--- src/rtl/div_pkg.sv ---
package div_pkg;
  typedef enum logic [1:0] {
    ST_IDLE,
    ST_RUN,
    ST_FIX,
    ST_OUT
  } div_state_e;
endpackage

--- src/rtl/div_sign_prep.sv ---
module div_sign_prep #(
  parameter int WIDTH = 8
) (
  input  logic [WIDTH-1:0] dividend_i,
  input  logic [WIDTH-1:0] divisor_i,
  input  logic             signed_i,
  output logic [WIDTH-1:0] mag_dvd_o,
  output logic [WIDTH-1:0] mag_dvs_o,
  output logic             neg_quot_o,
  output logic             neg_rem_o
);
  logic dvd_neg, dvs_neg;

  assign dvd_neg    = signed_i & dividend_i[WIDTH-1];
  assign dvs_neg    = signed_i & divisor_i[WIDTH-1];
  assign mag_dvd_o  = dvd_neg ? (~dividend_i + 1'b1) : dividend_i;
  assign mag_dvs_o  = dvs_neg ? (~divisor_i + 1'b1) : divisor_i;
  assign neg_quot_o = dvd_neg ^ dvs_neg;
  assign neg_rem_o  = dvd_neg;
endmodule

--- src/rtl/div_step.sv ---
module div_step #(
  parameter int WIDTH = 8
) (
  input  logic [WIDTH-1:0] part_i,
  input  logic [WIDTH-1:0] work_i,
  input  logic [WIDTH-1:0] dvs_i,
  output logic [WIDTH-1:0] part_o,
  output logic [WIDTH-1:0] work_o
);
  localparam int XW = WIDTH + 1;

  logic [XW-1:0] shifted;
  logic [XW-1:0] diff;
  logic          fits;

  // part < dvs holds between steps, so diff lies in (-2^W, 2^W) and its MSB is a true sign
  assign shifted = {part_i, work_i[WIDTH-1]};
  assign diff    = shifted - {1'b0, dvs_i};
  assign fits    = ~diff[XW-1];
  assign part_o  = fits ? diff[WIDTH-1:0] : shifted[WIDTH-1:0];
  assign work_o  = {work_i[WIDTH-2:0], fits};
endmodule

--- src/rtl/div_sign_fix.sv ---
module div_sign_fix #(
  parameter int WIDTH = 8
) (
  input  logic [WIDTH-1:0] quot_i,
  input  logic [WIDTH-1:0] rem_i,
  input  logic             neg_quot_i,
  input  logic             neg_rem_i,
  output logic [WIDTH-1:0] quot_o,
  output logic [WIDTH-1:0] rem_o
);
  assign quot_o = neg_quot_i ? (~quot_i + 1'b1) : quot_i;
  assign rem_o  = neg_rem_i  ? (~rem_i + 1'b1)  : rem_i;
endmodule

--- src/rtl/seq_divider.sv ---
module seq_divider
  import div_pkg::*;
#(
  parameter int WIDTH = 8
) (
  input  logic             clk_i,
  input  logic             rst_ni,
  input  logic             start_i,
  input  logic             signed_i,
  input  logic [WIDTH-1:0] dividend_i,
  input  logic [WIDTH-1:0] divisor_i,
  output logic             busy_o,
  output logic             done_o,
  output logic [WIDTH-1:0] quot_o,
  output logic [WIDTH-1:0] rem_o
);
  localparam int CW = $clog2(WIDTH + 1);
  localparam logic [CW-1:0] LAST = CW'(WIDTH - 1);

  div_state_e       state_q;
  logic [WIDTH-1:0] part_q, work_q, dvs_q;
  logic [CW-1:0]    cnt_q;
  logic             sgn_q, negq_q, negr_q;

  logic [WIDTH-1:0] mag_dvd, mag_dvs, part_nxt, work_nxt, quot_fix, rem_fix;
  logic             neg_quot, neg_rem;

  div_sign_prep #(.WIDTH(WIDTH)) u_prep (
    .dividend_i (dividend_i),
    .divisor_i  (divisor_i),
    .signed_i   (signed_i),
    .mag_dvd_o  (mag_dvd),
    .mag_dvs_o  (mag_dvs),
    .neg_quot_o (neg_quot),
    .neg_rem_o  (neg_rem)
  );

  div_step #(.WIDTH(WIDTH)) u_step (
    .part_i (part_q),
    .work_i (work_q),
    .dvs_i  (dvs_q),
    .part_o (part_nxt),
    .work_o (work_nxt)
  );

  div_sign_fix #(.WIDTH(WIDTH)) u_fix (
    .quot_i     (work_q),
    .rem_i      (part_q),
    .neg_quot_i (negq_q),
    .neg_rem_i  (negr_q),
    .quot_o     (quot_fix),
    .rem_o      (rem_fix)
  );

  always_ff @(posedge clk_i or negedge rst_ni) begin
    if (!rst_ni) begin
      state_q <= ST_IDLE;
      part_q  <= '0;
      work_q  <= '0;
      dvs_q   <= '0;
      cnt_q   <= '0;
      sgn_q   <= 1'b0;
      negq_q  <= 1'b0;
      negr_q  <= 1'b0;
      quot_o  <= '0;
      rem_o   <= '0;
      done_o  <= 1'b0;
    end else begin
      done_o <= 1'b0;
      unique case (state_q)
        ST_IDLE: begin
          if (start_i) begin
            part_q  <= '0;
            work_q  <= mag_dvd;
            dvs_q   <= mag_dvs;
            sgn_q   <= signed_i;
            negq_q  <= neg_quot;
            negr_q  <= neg_rem;
            cnt_q   <= '0;
            state_q <= ST_RUN;
          end
        end
        ST_RUN: begin
          part_q <= part_nxt;
          work_q <= work_nxt;
          cnt_q  <= cnt_q + 1'b1;
          if (cnt_q == LAST) state_q <= sgn_q ? ST_FIX : ST_OUT;
        end
        ST_FIX: begin
          part_q  <= rem_fix;
          work_q  <= quot_fix;
          state_q <= ST_OUT;
        end
        ST_OUT: begin
          quot_o  <= work_q;
          rem_o   <= part_q;
          done_o  <= 1'b1;
          state_q <= ST_IDLE;
        end
        default: state_q <= ST_IDLE;
      endcase
    end
  end

  assign busy_o = (state_q != ST_IDLE);
endmodule

--- config.mk ---
export PLATFORM = sky130hd
export DESIGN_NAME = seq_divider
export DESIGN_NICKNAME = d
export VERILOG_FILES = /design/src/rtl/div_pkg.sv /design/src/rtl/div_sign_prep.sv /design/src/rtl/div_step.sv /design/src/rtl/div_sign_fix.sv /design/src/rtl/seq_divider.sv
export SDC_FILE = /design/constraint.sdc
export NUM_CORES = 1
export LEC_CHECK = 0
export ABC_AREA = 0
export BUFFER_PORTS_ARGS = -buffer_cell sky130_fd_sc_hd__buf_4
export CORE_ASPECT_RATIO = 1.75
export CORE_MARGIN = 3
export CORE_UTILIZATION = 30
export DETAILED_ROUTE_END_ITERATION = 7
export SLEW_MARGIN = 20
export SYNTH_ARGS = -nofsm -noshare
export SYNTH_HDL_FRONTEND = slang
export SYNTH_SLANG_ARGS = --single-unit
--- constraint.sdc ---
create_clock -name clk_i -period 2.4 [get_ports clk_i]
set_input_delay 0.12 -clock clk_i [delete_from_list [all_inputs] [get_ports clk_i]]
set_output_delay 0.12 -clock clk_i [all_outputs]
set_load 0.1 [all_outputs]
==> impl_metrics.env, run 1 <==
export IMPL_holdPathStages=3
export IMPL_place_area_um2=3620
export IMPL_antenna_found_initial=0
export IMPL_reg2regPathDepth=10
export IMPL_cp_max_fo=5
export IMPL_maxSlewViolCount=0
export IMPL_synth_top_family_by_area="compound AO/OA/AOI/OAI gates"
export IMPL_dpl_hpwl_um=6080
export IMPL_grt_pass1_vias=2712
export IMPL_die_width_um=83.3
export IMPL_firstDrtPassIters=4
export IMPL_start_kind="register"
export IMPL_vias_per_cell=5.26
export IMPL_ys_seq_area_share_pct=39.9
export IMPL_nets=428
export IMPL_max_cap_violations=0
export IMPL_dr_total_vias=2713
export IMPL_cts_buffer_depth=2
export IMPL_syn_to_final_growth_pct=25.2
export IMPL_clk_pin_slew_worst_paths_ns=0.07
export IMPL_yosys_top_cells_count="50 x dfrtp_1, 37 x nand2_1, 34 x o21ai_0, 24 x inv_1, 18 x mux2_2"
export IMPL_synth_xor_area_share_pct=5.55
export IMPL_syn_nets=376
export IMPL_avgSynthCellArea_um2=9.28
export IMPL_cts_made_buffers=5
export IMPL_routed_wl_um=8040
export IMPL_r2r_start="work_q[7]"
export IMPL_synthMuxAreaShare_pct=8.38
export IMPL_end_kind="register"
export IMPL_outcome="complete, no violations"
export IMPL_die_h_um=141
export IMPL_synthAdderAreaFrac_pct=7.42
export IMPL_drive_above_1_share_pct=25.3
export IMPL_min_period_over_period_pct=95.9
export IMPL_synth_area_um2=3140
export IMPL_min_from="divisor_i[7]"
export IMPL_ys_warn_count=0
export IMPL_synth_edf_count=0
export IMPL_design_area_um2=3930
export IMPL_rsz0062_at_grt="true"
export IMPL_setup_viol=0
export IMPL_n_fill_cell=989
export IMPL_holdPathEnd="dvs_q[7]"
export IMPL_cpMaxStageDelayCell="dfrtp_1"
export IMPL_drc=0
export IMPL_synth_largest_area_cell="dfrtp_1"
export IMPL_synth_compound_area_share_pct=18.5
export IMPL_skew_ns=0.00465
export IMPL_initial_utilization_pct=31.3
export IMPL_dieArea_um2=11800
export IMPL_synth_flop_cell="dfrtp_1"
export IMPL_wl_per_cell_um=15.6
export IMPL_dr_first_iter_drc_count=178
export IMPL_port_buffers=37
export IMPL_crit_required_ns=2.57
export IMPL_cp_slowest_stage_delay_ns=0.39
export IMPL_root_buffer="clkbuf_16"
export IMPL_cts_htree_levels=2
export IMPL_final_hold_violation_count=0
export IMPL_core_area_um2=10000
export IMPL_cts_tree="done"
export IMPL_synth_area_leaders="dfrtp_1 40%, ha_1 6.8%, mux2_2 6.5%"
export IMPL_grt_util_all_layers_pct=13.6
export IMPL_synth_simple_area_share_pct=15.6
export IMPL_synth_distinct_cells=53
export IMPL_synthCells=338
export IMPL_async_flop_share_pct=100
export IMPL_max_slew_margin_rel_pct=55.8
export IMPL_critPathArrivalTime_ns=2.48
export IMPL_synth_seq_cells=50
export IMPL_synth_top_area_share_pct=39.9
export IMPL_min_path_type="in2reg"
export IMPL_path_cells="inv_2 > ha_4 > fa_2 > and2b_2 > o211ai_1 > a21oi_2 > xnor2_2 > buf_6 > mux2i_1 > o21ai_1"
export IMPL_io_pins=38
export IMPL_period_needed_ns=2.30
export IMPL_grt_max_degree=51
export IMPL_gr_total_overflow=0
export IMPL_tightest_slew_ns=0.664
export IMPL_r2r_end="part_q[2]"
export IMPL_yosysMostFrequentCell="dfrtp_1"
export IMPL_fmax_mhz=434
export IMPL_grt_pass1_wl_um=12900
export IMPL_clock_latency_ns=0.29
export IMPL_cts_sink_count=50
export IMPL_row_count=48
export IMPL_drtAntennaViolNets=0
export IMPL_insertedDiodeCount=0
export IMPL_r2r_slack_ns=0.1
export IMPL_crit_type="reg2reg"
export IMPL_gp_congestion=0.858
-- layer usage --
| metal | vias to the layer above | global-route usage [%] | share of wire, % | routed length [um] |
|---|---|---|---|---|
| li1 | 1313 | - | - | - |
| met1 | 1326 | 13.6 | 37 | 2940 |
| met2 | 56 | 26.7 | 57 | 4620 |
| met3 | 18 | 1.81 | 2.5 | 200 |
| met4 | 0 | 7.15 | 3.5 | 281 |
| met5 | - | 0 | 0 | 0 |
-- cells by family (layout without fill, tap and decap cells) --
kind of cell,Yosys count,after routing
adders and majority gates,18,18
DFF,50,50
xor gates and xnor gates,19,19
AOI/OAI and AO/OA,89,89
and+or+nand+nor,101,101
muxes,24,24
buffers and inverters,37,90
-- timing repair --
| action | CTS | global route |
|---|---|---|
| setup buffers | 0 | 5 |
| hold endpoints to repair | 50 | 0 |
| resized for setup | 1 | 13 |
| hold buffers | 1 | 0 |
| pin swaps | 0 | 6 |
| setup endpoints to repair | 1 | 4 |
| gates cloned | 0 | 1 |
-- worst max path at each step --
stage	start	end	slack [ns]	cells after the start
after floorplan	work_q[7]	part_q[5]	0.14	10
after global placement	dvs_q[0]	part_q[2]	0.10	9
after detailed placement	dvs_q[0]	part_q[7]	0.003	8
after CTS	dvs_q[0]	part_q[2]	0.03	9
after global routing	dvs_q[0]	part_q[2]	-0.03	9
final	work_q[7]	part_q[2]	0.1	10
-- flip-flops by register name, indices dropped and copies added, names as in the netlist, 2 cells and up --
register and count:
part_q 8, quot_o 8, dvs_q 8, work_q 8, state_q 2, cnt_q 4, rem_o 8
-- placed cells by master, fill, tap and decap left out, types with 5 or more instances in the layout --
cell type	count
a31oi_1	5
buf_4	55
clkbuf_16	5
and3_1	5
xnor2_1	9
nand3_1	13
inv_1	22
ha_1	15
nor3_1	7
dfrtp_1	50
xor2_1	9
nand2_1	37
a21oi_1	11
nor2_1	17
mux2i_1	6
mux2_2	17
o21ai_0	34
-- stage by stage --
stage / util [%] / setup TNS (ns) / hold WS, ns / std cells / worst slack, ns
after floorplan: - / 0 / -0.176 / 338 / 0.138
after global placement: 36.1 / 0 / 0.202 / 501 / 0.105
after detailed placement: 36.1 / 0 / 0.200 / 501 / 0.00329
after CTS: 38.2 / 0 / 0.121 / 510 / 0.0305
after global routing: 39.1 / -0.0885 / 0.149 / 516 / -0.0281
final: 39.1 / 0 / 0.125 / 516 / 0.0983
-- critical path, delay by kind of cell, from the launching register on --
kind,cells,cell delay [ns]
buf+inv,2,0.26
simple gates,1,0.22
flops,1,0.39
compound gates,3,0.44
xor+xnor,1,0.36
mux,1,0.18
fa+ha+maj,2,0.33
-- area by class of cell --
cell class / count / area (um2) / share of cell area [%]
Clock buffer: 6 / 139 / 3.54
Clock inverter: 2 / 60.1 / 1.53
Inverter: 24 / 90.1 / 2.30
Multi-Input combinational cell: 251 / 1780 / 45.4
Sequential cell: 50 / 1250 / 31.9
Tap cell: 125 / 156 / 3.98
Timing Repair Buffer: 58 / 445 / 11.3
Power of run 1 is left out: the tool's default activity adds up to more than one toggle a clock period on the data nets, which glitch-free logic cannot reach.
==> inputs of run 2 (changes only) <==
CORE_UTILIZATION = 50   (was 30)
PLACE_DENSITY = 0.73   (was unset)
==> run 2 against run 1 <==
Sequential share of layout area up 1.5 points. Flip-flop and latch count unchanged. Maximum frequency down 1.8%. Design area down 4.6%. Clock-buffer cell count unchanged. Setup slack worse by 0.043 ns. Utilization up 24 points. Final cell count down 9.7%. Die area down 38%.
==> impl_metrics.env, run 2 (synthesis gave the netlist of run 1 again) <==
export IMPL_routed_top_layer="met4"
export IMPL_io_pins=38
export IMPL_grt_util_all_layers_pct=21.5
export IMPL_antenna_found_initial=0
export IMPL_fin_cells=466
export IMPL_cts_buffer_depth=2
export IMPL_dieArea_um2=7290
export IMPL_clk_pin_slew_worst_paths_ns=0.09
export IMPL_min_path_type="in2reg"
export IMPL_maxSlewViolCount=0
export IMPL_crit_type="reg2reg"
export IMPL_drive_above_1_share_pct=24.0
export IMPL_min_from="divisor_i[7]"
export IMPL_drtAntennaViolNets=0
export IMPL_die_h_um=111
export IMPL_layout_common_cells="54 x buf_4, 50 x dfrtp_1, 37 x nand2_1, 33 x o21ai_0, 23 x inv_1"
export IMPL_cts_htree_levels=2
export IMPL_nets=426
export IMPL_max_slew_margin_rel_pct=56.8
export IMPL_grt_max_degree=51
export IMPL_cpLargestDelayFamily="adder cells"
export IMPL_dpl_hpwl_um=5700
export IMPL_row_count=37
export IMPL_critPathArrivalTime_ns=2.55
export IMPL_setup_viol=0
export IMPL_cp_slowest_stage_delay_ns=0.43
export IMPL_gr_total_overflow=0
export IMPL_n_fill_cell=535
export IMPL_root_buffer="clkbuf_8"
export IMPL_period_needed_ns=2.34
export IMPL_vias_per_cell=5.71
export IMPL_r2r_start="dvs_q[0]"
export IMPL_insertedDiodeCount=0
export IMPL_dr_total_vias=2661
export IMPL_path_buf_inv=1
export IMPL_routed_wl_um=7350
export IMPL_reg2regPathDepth=9
export IMPL_rsz0062_at_grt="true"
export IMPL_holdPathStages=3
export IMPL_syn_to_final_growth_pct=19.5
export IMPL_wl_met2_um=4260
export IMPL_place_inst=455
export IMPL_met3_length_um=152
export IMPL_cts_made_buffers=5
export IMPL_final_hold_violation_count=0
export IMPL_met1Wirelength_um=2730
export IMPL_path_cells="ha_4 > fa_2 > and2b_2 > o211ai_1 > a21oi_2 > xnor2_4 > buf_6 > mux2i_2 > o21ai_1"
export IMPL_holdPathEnd="dvs_q[7]"
export IMPL_wl_per_cell_um=15.8
export IMPL_skew_ns=0.00622
export IMPL_core_area_um2=5970
export IMPL_cts_sink_count=50
export IMPL_outcome="complete, no violations"
export IMPL_r2r_end="part_q[2]"
export IMPL_tightest_slew_ns=0.649
export IMPL_end_kind="register"
export IMPL_port_buffers=37
export IMPL_fmax_mhz=427
export IMPL_cts_tree="done"
export IMPL_dr_first_iter_drc_count=57
export IMPL_r2r_slack_ns=0.06
export IMPL_start_kind="register"
export IMPL_crit_required_ns=2.61
export IMPL_drc=0
export IMPL_firstDrtPassIters=4
export IMPL_cp_max_fo=8
export IMPL_die_width_um=65.9
export IMPL_min_period_over_period_pct=97.7
export IMPL_final_common_cell="buf_4"
export IMPL_gp_congestion=0.887
export IMPL_grt_pass1_wl_um=12300
export IMPL_max_cap_violations=0
export IMPL_initial_utilization_pct=52.5
export IMPL_clock_latency_ns=0.32
export IMPL_grt_pass1_vias=2710
export IMPL_cpMaxStageDelayCell="dfrtp_1"
[run 2: stage by stage]
stage	setup slack [ns]	area [um2]	TNS (ns)	util [%]	hold slack [ns]
after detailed placement	0.0442	3570	0	59.7	0.188
after global routing	-0.0534	3750	-0.159	62.7	0.113
final	0.0556	3750	0	62.7	0.0911
after global placement	0.114	3570	0	59.7	0.185
after CTS	0.0418	3690	0	61.8	0.0852
after floorplan	0.138	3140	0	-	-0.176
[run 2: layer usage]
layer	vias to the layer above	global-route usage, %
met5	-	0
met4	0	9.97
met3	18	3.25
met2	39	40.1
met1	1294	22.5
li1	1310	-
[run 2: how the worst max path moves through the flow]
stage	from	endpoint	slack, ns	depth (start not counted)
after CTS	work_q[7]	part_q[2]	0.04	10
after floorplan	work_q[7]	part_q[5]	0.14	10
final	dvs_q[0]	part_q[2]	0.06	9
after global placement	dvs_q[0]	part_q[2]	0.11	9
after global routing	work_q[7]	part_q[2]	-0.05	10
after detailed placement	work_q[7]	part_q[2]	0.04	10
[run 2: worst reg2reg max path, cell delays in order, from the launching register on]
cell and delay (ns):
dfrtp_1 0.43, ha_4 0.19, fa_2 0.35, and2b_2 0.23
o211ai_1 0.13, a21oi_2 0.28, xnor2_4 0.19, buf_6 0.17
mux2i_2 0.21, o21ai_1 0.07
[run 2: layout make-up]
cell class | count | area [um2] | area share (%)
flip-flops and latches | 50 | 1250 | 33.4
repair buffers | 56 | 427 | 11.4
clock buffers | 6 | 82.6 | 2.20
clock inverters | 1 | 30.0 | 0.802
well taps | 78 | 97.6 | 2.61
inverters | 24 | 90.1 | 2.40
multi-input cells | 251 | 1770 | 47.2
[run 2: what timing repair did]
action	4_1_cts	5_1_grt
resized for setup	0	9
hold buffers	1	0
hold endpoints to repair	50	0
buffers inserted	0	3
endpoints found under the setup margin	0	8
Power of run 2 is left out for the same reason.
==> inputs of run 3 (changes only) <==
CORE_UTILIZATION = 40   (was 50)
PLACE_DENSITY = unset   (was 0.73)
==> run 3 against run 2 <==
Sequential share of layout area decreased by 0.13 points. Highest routed layer unchanged. First-iteration DRC count up 84%. Flip-flop and latch count unchanged. Via count rose by 0.45%. Utilization is 13 points lower. Clock skew grew 0.00095 ns. Register-to-register slack gained 0.06 ns. Global-route usage fell by 3.7 points.
==> impl_metrics.env, run 3 (synthesis gave the netlist of run 1 again) <==
export IMPL_outcome="complete, no violations"
export IMPL_critPathArrivalTime_ns=2.50
export IMPL_cts_tree="done"
export IMPL_initial_utilization_pct=41.1
export IMPL_grt_max_degree=51
export IMPL_grt_util_all_layers_pct=17.9
export IMPL_antenna_found_initial=0
export IMPL_dpl_worst_slack_ns=0.0603
export IMPL_rsz0062_at_grt="true"
export IMPL_io_pins=38
export IMPL_reg2regPathDepth=8
export IMPL_cp_slowest_stage_delay_ns=0.39
export IMPL_gr_total_overflow=0
export IMPL_start_kind="register"
export IMPL_grt_pass1_vias=2668
export IMPL_fin_setup_tns_ns=0
export IMPL_skew_ns=0.00716
export IMPL_final_hold_violation_count=0
export IMPL_cts_buffer_depth=2
export IMPL_clock_latency_ns=0.29
export IMPL_crit_type="reg2reg"
export IMPL_die_width_um=72.9
export IMPL_max_slew_margin_rel_pct=56.3
export IMPL_tightest_slew_ns=0.656
export IMPL_layout_common_cells="53 x buf_4, 50 x dfrtp_1, 37 x nand2_1, 33 x o21ai_0, 24 x inv_1"
export IMPL_path_cells="ha_2 > fa_2 > and2b_2 > o211ai_1 > a21oi_2 > xnor2_4 > mux2_2 > o21ai_1"
export IMPL_cpMaxStageDelayCell="dfrtp_1"
export IMPL_final_common_cell="buf_4"
export IMPL_insertedDiodeCount=0
export IMPL_fin_ws_ns=0.113
export IMPL_dr_first_iter_drc_count=105
export IMPL_wl_per_cell_um=15.8
export IMPL_grt_pass1_wl_um=12400
export IMPL_clk_pin_slew_worst_paths_ns=0.06
export IMPL_end_kind="register"
export IMPL_drtAntennaViolNets=0
export IMPL_nets=425
export IMPL_period_needed_ns=2.29
export IMPL_dpl_hpwl_um=5880
export IMPL_core_area_um2=7620
export IMPL_gp_congestion=0.859
export IMPL_holdPathStages=3
export IMPL_root_buffer="clkbuf_16"
export IMPL_routed_wl_um=7480
export IMPL_vias_per_cell=5.63
export IMPL_dr_total_vias=2673
export IMPL_cts_made_buffers=5
export IMPL_drc=0
export IMPL_cts_htree_levels=2
export IMPL_crit_required_ns=2.62
export IMPL_port_buffers=37
export IMPL_row_count=42
export IMPL_setup_viol=0
export IMPL_fmax_mhz=437
export IMPL_die_h_um=123
export IMPL_dieArea_um2=8980
export IMPL_drive_above_1_share_pct=23.0
export IMPL_max_cap_violations=0
export IMPL_maxSlewViolCount=0
export IMPL_cp_max_fo=5
export IMPL_min_period_over_period_pct=95.3
export IMPL_min_path_type="in2reg"
export IMPL_cts_sink_count=50
export IMPL_firstDrtPassIters=4
export IMPL_syn_to_final_growth_pct=20.0
-- run 3: cell count changes in the layout (fill, tap and decap cells not counted), sizes merged --
cell	delta
buf	-1
clkinvlp	+1
bufinv	-1
-- run 3: worst max-delay path, delay by kind of cell (launching register included) --
| family | cells | cell delay (ns) |
|---|---|---|
| simple gates | 1 | 0.23 |
| compound gates | 3 | 0.50 |
| mux | 1 | 0.36 |
| flops | 1 | 0.39 |
| fa+ha+maj | 2 | 0.54 |
| xor+xnor | 1 | 0.19 |
-- run 3: final cells by class --
class / instances / area (um2)
flip-flops and latches: 50 / 1250
fillers: 717 / 3860
clock inverters: 1 / 7.51
inverters: 24 / 90.1
clock buffers: 6 / 129
well taps: 88 / 110
multi-input cells: 251 / 1750
repair buffers: 55 / 419
-- run 3: stage by stage --
step	hold WS [ns]	instance area [um2]	utilization, %	cells
after global routing	0.135	3760	49.4	475
after CTS	0.123	3740	49.1	475
after detailed placement	0.200	3590	47.2	467
final	0.122	3760	49.4	475
after global placement	0.203	3590	47.2	467
after floorplan	-0.176	3140	-	338
-- run 3: final timing paths --
path                              start   endpoint  slack (ns)
max                            dvs_q[0]  part_q[1]        0.11
min                        divisor_i[7]   dvs_q[7]        0.12
max reg2reg                    dvs_q[0]  part_q[1]        0.11
min reg2reg                    dvs_q[7]   dvs_q[7]        0.48
max in group asynchronous        rst_ni  part_q[5]        1.56
min in group asynchronous        rst_ni   cnt_q[1]        0.40
-- run 3: layer usage --
layer,part of all wire [%],global-route usage [%],up-vias,routed length (um)
met2,57,34.0,51,4270
li1,-,-,1302,-
met5,0,0,-,0
met3,2.3,2.36,20,174
met4,3.9,9.47,0,290
met1,37,18.3,1300,2750
-- run 3: repair_timing --
action / in CTS / in global routing
buffers inserted: 0 / 0
hold buffers: 1 / 0
resized for setup: 0 / 5
endpoints found under the hold margin: 50 / 0
endpoints found under the setup margin: 0 / 7
Power of run 3 is left out for the same reason.
